<file path="src/rtl/dec_timer_pkg.sv">
package dec_timer_pkg;
   localparam int DT_DATA_W   = 32;
   localparam int ST_EXP_BIT  = 27;
   localparam int CTL_IE_BIT  = 26;
   localparam int CTL_ARE_BIT = 22;

   typedef enum logic [1:0] {
      SEL_COUNT  = 2'd0,
      SEL_RELOAD = 2'd1,
      SEL_CTRL   = 2'd2,
      SEL_STAT   = 2'd3
   } reg_sel_e;
endpackage

</file>
<file path="src/rtl/dec_count_core.sv">
module dec_count_core #(
   parameter int CNT_W = 32
) (
   input  logic             clk,
   input  logic             rst_n,
   input  logic             tick_i,
   input  logic             ld_i,
   input  logic [CNT_W-1:0] ld_val_i,
   input  logic             reload_wr_i,
   input  logic [CNT_W-1:0] reload_val_i,
   input  logic             are_i,
   output logic [CNT_W-1:0] count_o,
   output logic [CNT_W-1:0] reload_o,
   output logic             expire_o
);
   localparam logic [CNT_W-1:0] ONE = CNT_W'(1);

   logic [CNT_W-1:0] count_q, count_d, reload_q;
   logic             at_one, at_zero;

   assign at_one   = (count_q == ONE);
   assign at_zero  = (count_q == '0);
   assign expire_o = tick_i && !ld_i && at_one;

   always_comb begin
      count_d = count_q;
      if (ld_i)
         count_d = ld_val_i;
      else if (tick_i && !at_zero) begin
         if (at_one)
            count_d = are_i ? reload_q : '0;
         else
            count_d = count_q - ONE;
      end
   end

   always_ff @(posedge clk or negedge rst_n) begin
      if (!rst_n) begin
         count_q  <= '0;
         reload_q <= '0;
      end else begin
         count_q <= count_d;
         if (reload_wr_i)
            reload_q <= reload_val_i;
      end
   end

   assign count_o  = count_q;
   assign reload_o = reload_q;

   assert_decrement_R2: assert property (@(posedge clk) disable iff (!rst_n)
      (tick_i && !ld_i && count_q > ONE) |=> (count_q == $past(count_q) - ONE));
   assert_idle_hold_R2: assert property (@(posedge clk) disable iff (!rst_n)
      (!tick_i && !ld_i) |=> $stable(count_q));
   assert_reload_R4: assert property (@(posedge clk) disable iff (!rst_n)
      (expire_o && are_i) |=> (count_q == $past(reload_q)));
   assert_hold_zero_R5: assert property (@(posedge clk) disable iff (!rst_n)
      (!ld_i && at_zero) |=> (count_q == '0));
   assert_write_wins_R6: assert property (@(posedge clk) disable iff (!rst_n)
      ld_i |=> (count_q == $past(ld_val_i)));
endmodule

</file>
<file path="src/rtl/dec_ctrl_stat.sv">
module dec_ctrl_stat
   import dec_timer_pkg::*;
#(
   parameter int DATA_W = DT_DATA_W
) (
   input  logic              clk,
   input  logic              rst_n,
   input  logic              ctl_wr_i,
   input  logic              stat_wr_i,
   input  logic [DATA_W-1:0] wdata_i,
   input  logic              expire_i,
   output logic [DATA_W-1:0] ctl_o,
   output logic [DATA_W-1:0] stat_o,
   output logic              are_o,
   output logic              irq_o
);
   localparam logic [DATA_W-1:0] CTL_MASK =
      (DATA_W'(1) << CTL_IE_BIT) | (DATA_W'(1) << CTL_ARE_BIT);
   localparam logic [DATA_W-1:0] ST_MASK  = DATA_W'(1) << ST_EXP_BIT;

   logic [DATA_W-1:0] ctl_q, stat_q, stat_d, clr_bits, set_bits;

   assign clr_bits = stat_wr_i ? (wdata_i & ST_MASK) : '0;
   assign set_bits = expire_i ? ST_MASK : '0;
   assign stat_d   = (stat_q & ~clr_bits) | set_bits;

   always_ff @(posedge clk or negedge rst_n) begin
      if (!rst_n) begin
         ctl_q  <= '0;
         stat_q <= '0;
      end else begin
         if (ctl_wr_i)
            ctl_q <= wdata_i & CTL_MASK;
         stat_q <= stat_d;
      end
   end

   assign ctl_o  = ctl_q;
   assign stat_o = stat_q;
   assign are_o  = ctl_q[CTL_ARE_BIT];
   assign irq_o  = stat_q[ST_EXP_BIT] & ctl_q[CTL_IE_BIT];

   assert_expire_sets_R3: assert property (@(posedge clk) disable iff (!rst_n)
      expire_i |=> stat_q[ST_EXP_BIT]);
   assert_w1c_clears_R7: assert property (@(posedge clk) disable iff (!rst_n)
      (stat_wr_i && wdata_i[ST_EXP_BIT] && !expire_i) |=> !stat_q[ST_EXP_BIT]);
   assert_flag_sticky_R7: assert property (@(posedge clk) disable iff (!rst_n)
      (stat_q[ST_EXP_BIT] && !(stat_wr_i && wdata_i[ST_EXP_BIT])) |=> stat_q[ST_EXP_BIT]);
   assert_irq_cause_R8: assert property (@(posedge clk) disable iff (!rst_n)
      $rose(irq_o) |-> ($rose(stat_q[ST_EXP_BIT]) || $rose(ctl_q[CTL_IE_BIT])));
   assert_unused_bits_R9: assert property (@(posedge clk) disable iff (!rst_n)
      ($countones(ctl_q) <= 2) && ($countones(stat_q) <= 1));
endmodule

</file>
<file path="src/rtl/dec_timer_unit.sv">
module dec_timer_unit
   import dec_timer_pkg::*;
#(
   parameter int CNT_W           = 32,
   parameter int DATA_W          = DT_DATA_W,
   parameter bit RELOAD_READABLE = 1'b0
) (
   input  logic              clk,
   input  logic              rst_n,
   input  logic              tick_en,
   input  logic              reg_wr,
   input  logic [1:0]        reg_waddr,
   input  logic [DATA_W-1:0] reg_wdata,
   input  logic [1:0]        reg_raddr,
   output logic [DATA_W-1:0] reg_rdata,
   output logic              irq_o
);
   generate
      if (CNT_W < 2 || CNT_W > DATA_W) begin : g_bad_cnt_w
         $error("CNT_W must lie between 2 and DATA_W");
      end
      if (DATA_W <= ST_EXP_BIT) begin : g_bad_data_w
         $error("DATA_W too narrow for the status and control layout");
      end
   endgenerate

   logic              wr_count, wr_reload, wr_ctrl, wr_stat;
   logic              are, expire;
   logic [CNT_W-1:0]  count, reload;
   logic [DATA_W-1:0] ctl, stat, reload_rd;

   assign wr_count  = reg_wr && (reg_waddr == SEL_COUNT);
   assign wr_reload = reg_wr && (reg_waddr == SEL_RELOAD);
   assign wr_ctrl   = reg_wr && (reg_waddr == SEL_CTRL);
   assign wr_stat   = reg_wr && (reg_waddr == SEL_STAT);

   dec_count_core #(.CNT_W(CNT_W)) u_core (
      .clk          (clk),
      .rst_n        (rst_n),
      .tick_i       (tick_en),
      .ld_i         (wr_count),
      .ld_val_i     (reg_wdata[CNT_W-1:0]),
      .reload_wr_i  (wr_reload),
      .reload_val_i (reg_wdata[CNT_W-1:0]),
      .are_i        (are),
      .count_o      (count),
      .reload_o     (reload),
      .expire_o     (expire)
   );

   dec_ctrl_stat #(.DATA_W(DATA_W)) u_regs (
      .clk       (clk),
      .rst_n     (rst_n),
      .ctl_wr_i  (wr_ctrl),
      .stat_wr_i (wr_stat),
      .wdata_i   (reg_wdata),
      .expire_i  (expire),
      .ctl_o     (ctl),
      .stat_o    (stat),
      .are_o     (are),
      .irq_o     (irq_o)
   );

   generate
      if (RELOAD_READABLE) begin : g_reload_rd
         assign reload_rd = DATA_W'(reload);
      end else begin : g_reload_wo
         logic reload_unused;
         assign reload_unused = ^reload;
         assign reload_rd     = DATA_W'(reload_unused & 1'b0);
      end
   endgenerate

   always_comb begin
      unique case (reg_sel_e'(reg_raddr))
         SEL_COUNT:  reg_rdata = DATA_W'(count);
         SEL_RELOAD: reg_rdata = reload_rd;
         SEL_CTRL:   reg_rdata = ctl;
         default:    reg_rdata = stat;
      endcase
   end

   assert_reset_state_R1: assert property (@(posedge clk)
      !rst_n |=> (count == '0 && ctl == '0 && stat == '0));
   assert_no_expire_on_write_R6: assert property (@(posedge clk) disable iff (!rst_n)
      wr_count |-> !expire);
endmodule

</file>
<file path="config.mk">
export PLATFORM = sky130hd
export DESIGN_NAME = dec_timer_unit
export DESIGN_NICKNAME = d
export VERILOG_FILES = /design/src/rtl/dec_timer_pkg.sv /design/src/rtl/dec_count_core.sv /design/src/rtl/dec_ctrl_stat.sv /design/src/rtl/dec_timer_unit.sv
export SDC_FILE = /design/constraint.sdc
export NUM_CORES = 1
export LEC_CHECK = 0
export ABC_AREA = 1
export CAP_MARGIN = 20
export CORE_ASPECT_RATIO = 0.5
export CORE_MARGIN = 10
export CORE_UTILIZATION = 58
export DETAILED_ROUTE_END_ITERATION = 16
export DONT_BUFFER_PORTS = 1
export PLACE_DENSITY = 0.78
export REMOVE_ABC_BUFFERS = 1
export SLEW_MARGIN = 20
export SYNTH_ARGS = -nofsm -noshare
export SYNTH_HDL_FRONTEND = slang
export SYNTH_HIERARCHICAL = 1
export SYNTH_SLANG_ARGS = --single-unit
</file>
<file path="constraint.sdc">
create_clock -name clk -period 5 [get_ports clk]
set_clock_uncertainty 0.15 [all_clocks]
set_input_delay 1.5 -clock clk [delete_from_list [all_inputs] [get_ports clk]]
set_output_delay 1.5 -clock clk [all_outputs]
set_load 0.01 [all_outputs]
</file>
# == After elaboration in Yosys (flattened, before gate mapping) ==
# Cells that the tools add are included.
# op_classes
reduce_logical,13
n_mux,7
n_eq_ne,6
n_addsub,1
bitwise,4
# op_table
cell,n
$mux W32,4
$pmux W32 S3,1
$mux W28,2
$and A32 B32 Y32,1
$eq A32 B1 Y1 const B,1
$logic_not A32 Y1,1
$not A32 Y32,1
$or A32 B32 Y32,1
$sub A32 B1 Y32 const B,1
$logic_and A1 B1 Y1,7
$eq A2 B2 Y1 const B,3
$eq A2 B1 Y1 const B,2
$logic_not A2 Y1,2
$logic_not A1 Y1,2
$reduce_bool A2 Y1,1
$and A1 B1 Y1,1
# word_totals
regBits,98
inputBits,40
output_inout_bits,33
wordCells,35

# == Logic depth before layout (Yosys ltp) ==
# Gate-level depths: netlist of run 1.
# logic_depth
word_depth,7
depth_mapped,13
depth_no_buf,13

# == Cells and area by module ==
# Netlist of run 1, hierarchy kept.
# modules_own_cells
mod,instances,area_per_inst_um2,seq_area_each_um2,cells_each
dec_count_core,1,4232.8,1601.5,610
dec_timer_unit,1,1186.1,0.0,154
dec_ctrl_stat,1,591.8,75.1,78

# == Least setup slack after synthesis of run 1 ==
# Ideal clock, no wire load.
# synth_timing
path_kind,input to output
startpoint,in reg_raddr[0]
endpoint,out reg_rdata[21]
cell_stages,5
required_ns,3.350
n_path_buf,2
setup_slack_ns,1.285
arrival_ns,2.065
path_cell_list,buf_6 > nor2_4 > buf_2 > nand2_1 > nand3_1
# synth_between
elab_chain_cells,2
word_cells_on_any_way,4
cone_classes,eq/ne (2); mux (1); reduce/logical (1)
# synth_lines
element,line,rtl
start: declaration,dec_timer_unit.sv:14,"input logic [1:0] reg_raddr,"
$eq A2 B2 Y1 (tied with other cells),dec_timer_unit.sv:75,unique case (reg_sel_e'(reg_raddr))
$pmux W32 S3 (*),dec_timer_unit.sv:75,
end: declaration,dec_timer_unit.sv:15,"output logic [DATA_W-1:0] reg_rdata,"
# Mark *: on every way between the ends. The rest lies on a longest branch, timed or not.

# == Worst setup path after layout of run 1 ==
# layout_timing
startpoint,in reg_raddr[1]
endpoint,out reg_rdata[22]
# The elaborated chain is that of the path after synthesis.

==> run metrics, run 1 <==
register area share after synthesis=27.9%; kind of critical path=primary input to primary output; CTS root buf=clkbuf_16; Tot Pwr=about 2.0 mW; fin crit share=just under 80%; share of post-route cells with drive strength above 1=16.9%; Yosys top cell area share=between 20% and 30%; Post-CTS Setup Inserts=0; core region area=10100 um2; initial antenna violation count=0; # setup viols final=0; row cnt=26; actual transition at the worst max-transition pin=848 ps; #FFs+latches synth=67; mapped cell area=6010 um2; ys flop type=dfrtp_1; Top Ports=between 70 and 80; Fmax achieved=between 0.2 and 0.3 GHz; vias per inst=around 5.4; crit start category=primary input; Final Net Count=between 800 and 900; DRC=0; Arr. time, crit path=about 2300 ps; CTS tree=done; Clock transition at path regs=roughly 60 ps; Worst-Skew Late Latency=around 330 ps; dpl cell area=approximately 5600 um2; filler-free cell count of the finished design=about 960; relative slew slack=a little over two fifths; GP Congestion=0.962; DR pass1 iterations=5; die width=roughly 160 um; syn avg cell area=~7.1 um2; Period minus WS final=3940 ps; clk sinks=between 60 and 70; total gr overflow=0; EDFF count, synth=0; placed cells=approximately 950; crit path max fanout=65; Cell Chain, Critical Path=nor2_4 -> nand2_1 -> nand3_2; count leader, synth=nand2_1; PD cells=approximately 340 nW/um2; first-pass GRT wire length=~24 mm; height of the die=approximately 92 um; outcome=finished clean; ANT cells=0; Crit path largest cell delay=480 ps; Max IR drop VDD=between 150 and 200 uV; cts hold-fix bufs=0; Final Hold Viols=0; Leak=2.98 nW; WP data required=about 3400 ps; drt total wl=~15 mm; Final Max Tran Viols=0; HPWL Detailed=approximately 11 mm; CP max-delay cell=nor2_4; post-route cell area=5940 um2; top post-synthesis cells by count=nand2_1 (240), nor2_1 (119), nand3_1 (85); DR iter-0 viols=~830; synth top area cells=dfrtp_1 (28%), nand2_1 (15%), nand3_2 (10%); CP Capture Type=primary output; remaining antenna violation count=0; vias in the first global route=around 4600; Setup TNS=0 ps; cell taking the most area after synthesis=dfrtp_1; pre-CTS WS=roughly 1100 ps; total global-route track usage=a little under 20%; detailed-route via count=5199; H-tree Lvls=3; Min-Delay Path Class=flop to flop; YS warnings=6; Setup WS post-layout=1060 ps; largest net degree at the start of global routing=just under 70; cts repair resizes=0; TritonCTS buffer count=9; Cell variety after synth=37; RSZ-0062 raised after global routing=false; port bufs=0; WL per Instance=about 16 um; async set-or-reset flop fraction in the synthesized netlist=between 90% and 100%; initial core utilization=between 50% and 60%; Die ar.=roughly 15000 um2; MaxCap Viol Count=0; Synth Instances=between 800 and 900; maximum buffer depth of the clock tree=2; P&R area growth vs syn=-1.10%
[placed cells by master, fill, tap and decap left out, drive strengths merged, types with 2 or more instances in the layout]
cell / Yosys / routed
clkinvlp: 0 / 2
dfrtp: 67 / 67
xor2: 4 / 4
clkinv: 1 / 3
o21bai: 9 / 9
o21ai: 25 / 25
nand3: 148 / 148
clkbuf: 8 / 10
inv: 51 / 51
mux2: 23 / 23
conb: 1 / 61
nand3b: 3 / 3
bufinv: 0 / 2
nand2: 247 / 247
buf: 92 / 3
nor2: 135 / 135
ha: 3 / 3
xnor2: 5 / 5
a21oi: 6 / 6
nor3: 6 / 6
nand4: 6 / 6
[worst paths after layout]
kind                       slack [ps]                              end  cells past startpoint                            start
min                               360  u_core/reload_o[13]$_DFFE_PN0P_                      1  u_core/reload_o[13]$_DFFE_PN0P_
max                              1060                    reg_rdata[22]                      3                     reg_raddr[1]
min reg2reg                       360  u_core/reload_o[13]$_DFFE_PN0P_                      1  u_core/reload_o[13]$_DFFE_PN0P_
min in group asynchronous         710  u_core/reload_o[16]$_DFFE_PN0P_                      0                            rst_n
max reg2reg                      2310   u_core/count_o[15]$_DFFE_PN0P_                     11   u_core/count_o[12]$_DFFE_PN0P_
max in group asynchronous        3880     u_regs/ctl_o[22]$_DFFE_PN0P_                      0                            rst_n
[layer usage]
metal	track usage (%)	routed length, um
met5	0	0
met4	3.99	95
met3	6.20	1950
met2	27.4	6170
met1	28.7	6850
[report_power, final]
part	switching [mW]	total, mW	internal (mW)
registers	0.173	0.823	0.650
clock network	0.235	0.684	0.449
logic	0.327	0.529	0.202
[cell type report]
type	instances	area, um2
inverters	52	203
repair buffers	3	22.5
multi-input cells	683	3540
clock inverters	6	88.8
clock buffers	10	239
fillers	901	4210
well taps	140	175
flip-flops and latches	67	1680
[metrics by stage]
| stage | hold WS [ps] | util [%] |
|---|---|---|
| 6_report | 358 | 58.6 |
| 5_1_grt | 372 | 58.6 |
| 4_1_cts | 360 | 58.6 |
| 3_5_place_dp | 347 | 55.3 |
| 3_3_place_gp | 340 | 55.3 |
| 2_1_floorplan | 313 | - |
[sequential cells by signal, summed over array words and instances, names as in the netlist]
register / cells
u_core/count_o: 32
u_core/reload_o: 32
u_regs/ctl_o: 2
u_regs/stat_o: 1
[logic make-up (layout without fill, tap and decap cells)]
kind of cell               after synthesis  in the layout  share of synthesized area [%]
buffers and inverters                  152             71                           17.0
DFF                                     67             67                           27.9
AOI/OAI and AO/OA                       41             41                           3.87
adders and majority gates                3              3                          0.625
xor gates and xnor gates                 9              9                           1.31
and+or+nand+nor                        546            546                           44.9
other                                    1             61                         0.0624
muxes                                   23             23                           4.31
[critical path, delay by kind of cell]
| family | cells | cell delay, ps |
|---|---|---|
| simple gates | 3 | 780 |
Note: power is estimated with default switching activity, not from simulation.
==> run 2: changes to the inputs <==
==> constraint.sdc (replaced) <==
create_clock -name clk -period 3.7 [get_ports clk]
set_clock_uncertainty 0.15 [all_clocks]
set_input_delay 1.11 -clock clk [delete_from_list [all_inputs] [get_ports clk]]
set_output_delay 1.11 -clock clk [all_outputs]
set_load 0.01 [all_outputs]
==> run 2 against run 1 <==
  * Sequential cell count unchanged
  * Worst setup slack worse by 560 ps
  * Non-clock buffer count up 1
  * Sequential power up 34%
  * Critical path type unchanged
  * Routed wire length down 1.5%
==> run metrics, run 2 (same netlist as run 1, synthesis figures left out) <==
Psw=1.01 mW; remaining antenna violation count=0; clock share of power=34.2%; DR pass1 iterations=6; sw frac=approximately 37%; part of the power in registers=39.7%; Fmax achieved=0.313 GHz; Post-CTS Setup Inserts=0; # setup viols final=0; total gr overflow=0; pre-CTS WS=516 ps; Final Max Tran Viols=0; share of post-route cells with drive strength above 1=17.0%; ANT cells=0; clk sinks=67; core region area=10100 um2; Tot Pwr=between 2 and 3 mW; DRC=0; maximum buffer depth of the clock tree=2; outcome=finished clean; P&R area growth vs syn=-1.02%; cts hold-fix bufs=0; Worst-Skew Late Latency=340 ps; most frequent cells in the layout=nand2_1 (240), nor2_1 (119), nand3_1 (85); Leak=between 2 and 3 nW; Final Net Count=860; internal power=1.75 mW; die width=roughly 160 um; GP Congestion=0.943; Die ar.=15100 um2; row cnt=26; CTS root buf=clkbuf_16; relative slew slack=~53%; Top Ports=73; WL per Instance=15.4 um; Final Hold Viols=0; WP data required=approximately 2400 ps; kind of critical path=primary input to primary output; actual transition at the worst max-transition pin=between 700 and 800 ps; port bufs=0; total global-route track usage=between 10% and 20%; vias per inst=approximately 5.4; R2R setup slack=slightly above 1000 ps; largest net degree at the start of global routing=68; Min-Delay Path Class=primary input to async pin; Logic pwr share=a little over a quarter; cts repair resizes=0; crit start category=primary input; Arr. time, crit path=1940 ps; DR iter-0 viols=850; TritonCTS buffer count=9; RSZ-0062 raised after global routing=false; drt total wl=between 10 and 15 mm; CP Capture Type=primary output; PD cells=463 nW/um2; crit path max fanout=65; initial antenna violation count=0; Period minus WS final=approximately 3200 ps; MaxCap Viol Count=0; vias in the first global route=approximately 4600; hold slack=roughly 310 ps; commonest non-fill, non-tap cell in the layout=nand2_1; Setup WS post-layout=~500 ps; Clock transition at path regs=60 ps; fin crit share=86.4%; initial core utilization=between 50% and 60%; HPWL Detailed=about 11 mm; Max IR drop VDD=254 uV; height of the die=roughly 92 um; CTS tree=done; Final Core Density=between 50% and 60%; detailed-route via count=approximately 5200; first-pass GRT wire length=24.3 mm; H-tree Lvls=3
-- run 2: cell count changes in the layout (fill, tap and decap cells not counted), sizes merged --
cell	before	now
buf	3	4
clkinvlp	2	3
clkbuf	10	9
inv	51	53
clkinv	3	1
-- run 2: area by class of cell --
class	instances	area, um2
inverter	52	203
fill	914	4200
clock inverter	7	100
tap	140	175
multi-input combinational	683	3540
sequential	67	1680
timing repair buffer	4	30.0
clock buffer	9	225
-- run 2: path summary, 6_finish.rpt --
| kind | startpoint | endpoint | cells after the start |
|---|---|---|---|
| worst min register to register | u_core/reload_o[31]$_DFFE_PN0P_ | u_core/reload_o[31]$_DFFE_PN0P_ | 1 |
| max in group asynchronous | rst_n | u_core/reload_o[30]$_DFFE_PN0P_ | 0 |
| worst max register to register | u_core/count_o[12]$_DFFE_PN0P_ | u_core/count_o[15]$_DFFE_PN0P_ | 11 |
| worst min-delay path | rst_n | u_core/reload_o[7]$_DFFE_PN0P_ | 0 |
| worst max-delay path | reg_raddr[1] | reg_rdata[9] | 3 |
| min in group clk | u_core/reload_o[31]$_DFFE_PN0P_ | u_core/reload_o[31]$_DFFE_PN0P_ | 1 |
-- run 2: critical path, cell delays in order --
cell     delay [ps]
nor2_4          500
nand2_1         180
nand3_2         130
-- run 2: power groups by stage --
stage | combinational (mW) | clock, mW | sequential [mW]
finish | 0.720 | 0.942 | 1.10
global placement | 0.681 | 0 | 1.10
CTS | 0.709 | 0.952 | 1.09
detailed placement | 0.703 | 0 | 1.10
floorplan | 0.582 | 0 | 1.02
global route | 0.819 | 0.979 | 1.12
-- run 2: stage by stage --
stage               cells  instance area (um2)  setup TNS, ps
finish                962                 5950              0
global route          962                 5950              0
CTS                   962                 5950              0
detailed placement    946                 5620              0
global placement      946                 5620              0
floorplan             802                 5410         -17360
-- run 2: routing by layer --
metal | routed length, um | share of wire (%) | GRT usage [%]
met3 | 1930 | 13 | 5.44
met2 | 5890 | 40 | 27.0
met5 | 0 | 0 | 0
met1 | 6830 | 46 | 29.1
met4 | 190 | 1.3 | 5.25
==> run 3: changes to the inputs <==
--- a/config.mk
+++ b/config.mk
@@ -12,6 +12,7 @@
 export CORE_UTILIZATION = 58
 export DETAILED_ROUTE_END_ITERATION = 16
 export DONT_BUFFER_PORTS = 1
+export GPL_TIMING_DRIVEN = 0
 export PLACE_DENSITY = 0.78
 export REMOVE_ABC_BUFFERS = 1
 export SLEW_MARGIN = 20
==> run 3 against run 2 <==
  * Cell count is the same
  * Utilization decreased by 0.20 points
  * Register-to-register slack got worse by 30 ps
  * Count of clock-buffer cells in the layout grew 3
  * Sequential cell count stayed put
  * Combinational power is 0.8% lower
  * Maximum frequency is 1.5% lower
  * Routed wire length increased by 4.4%
  * First-iteration DRC count fell by 18%
  * Power down 2.6%
  * Global-route usage is 0.66 points higher
  * Critical endpoint is now reg_rdata[12]
  * Largest cell class unchanged
==> run metrics, run 3 (same netlist as run 1, synthesis figures left out) <==
vias per inst=roughly 5.4; WL per Instance=around 16 um; Clock transition at path regs=approximately 60 ps; Period minus WS final=~3200 ps; Fmax achieved=around 0.31 GHz; outcome=finished clean; pre-CTS WS=464 ps; DR pass1 iterations=6; core region area=about 10000 um2; largest net degree at the start of global routing=68; Max IR drop VDD=between 200 and 250 uV; PD cells=453 nW/um2; total global-route track usage=between 20% and 30%; Final Max Tran Viols=0; ANT cells=0; total gr overflow=0; remaining antenna violation count=0; crit start category=primary input; Multi-input gate area=between 3000 and 4000 um2; TritonCTS buffer count=9; Arr. time, crit path=around 2000 ps; share of post-route cells with drive strength above 1=~17%; actual transition at the worst max-transition pin=roughly 970 ps; fillers=~970; height of the die=roughly 90 um; die width=between 150 and 200 um; HPWL Detailed=between 10 and 15 mm; detailed-route via count=5190; vias in the first global route=between 4000 and 5000; Min-Delay Path Class=primary input to async pin; dpl cell area=5630 um2; DRC=0; Top Ports=between 70 and 80; CTS root buf=clkbuf_16; P&R area growth vs syn=-1.35%; initial core utilization=about three fifths; port bufs=0; Die ar.=~15000 um2; GP Congestion=between 0.9 and 1; relative slew slack=35.2%; kind of critical path=primary input to primary output; H-tree Lvls=3; Setup WS post-layout=456 ps; Post-CTS Setup Inserts=0; cts repair resizes=0; initial antenna violation count=0; Final Net Count=860; Setup TNS=0 ps; DR iter-0 viols=just under 700; maximum buffer depth of the clock tree=2; commonest non-fill, non-tap cell in the layout=nand2_1; first-pass GRT wire length=about 25 mm; Tot Pwr=2.69 mW; post-route cell area=just under 6000 um2; drt total wl=roughly 15 mm; crit path max fanout=65; most frequent cells in the layout=nand2_1 (240), nor2_1 (119), nand3_1 (85); row cnt=26; clk sinks=67; # setup viols final=0; MaxCap Viol Count=0; cts hold-fix bufs=0; WP data required=roughly 2400 ps; CP Capture Type=primary output; Worst-Skew Late Latency=between 300 and 400 ps; CTS tree=done; sequential cell area=1680 um2; Final Hold Viols=0; fin crit share=between 80% and 90%; Leak=around 3.0 nW; RSZ-0062 raised after global routing=false
## run 3: routing by layer
metal	wire (um)	GRT usage, %	vias up
li1	-	-	2517
met1	7050	29.6	2401
met2	6330	28.4	249
met3	1890	5.89	23
met4	231	5.18	0
met5	0	0	-
## run 3: critical path: stages
cell,delay (ps)
nor2_4,520
nand2_1,180
nand3_2,140
## run 3: cell type report
class | instances | share of cell area, %
multi-input cells | 683 | 59.8
flip-flops and latches | 67 | 28.3
clock buffers | 12 | 4.16
inverters | 52 | 3.42
well taps | 140 | 2.95
clock inverters | 4 | 0.844
repair buffers | 4 | 0.570
## run 3: worst paths after layout
kind	startpoint	endpoint	slack [ps]	cells past startpoint
worst max-delay path	reg_raddr[1]	reg_rdata[12]	460	3
worst min-delay path	rst_n	u_core/reload_o[3]$_DFFE_PN0P_	320	0
worst max register to register	u_core/count_o[12]$_DFFE_PN0P_	u_core/count_o[17]$_DFFE_PN0P_	990	11
worst min register to register	u_core/reload_o[17]$_DFFE_PN0P_	u_core/reload_o[17]$_DFFE_PN0P_	350	1
max in group asynchronous	rst_n	u_regs/ctl_o[26]$_DFFE_PN0P_	2960	0
min in group clk	u_core/reload_o[17]$_DFFE_PN0P_	u_core/reload_o[17]$_DFFE_PN0P_	350	1
## run 3: through the flow
stage | utilization, % | cells | hold slack, ps
floorplan | - | 802 | 313
global placement | 55.1 | 942 | 340
detailed placement | 55.5 | 946 | 346
CTS | 58.4 | 962 | 308
global route | 58.4 | 962 | 305
finish | 58.4 | 962 | 317
## run 3: power by group
group / switching (mW) / total (mW) / internal [mW]
registers: 0.237 / 1.11 / 0.878
clock network: 0.320 / 0.858 / 0.539
logic: 0.440 / 0.714 / 0.274
total: 0.996 / 2.69 / 1.69
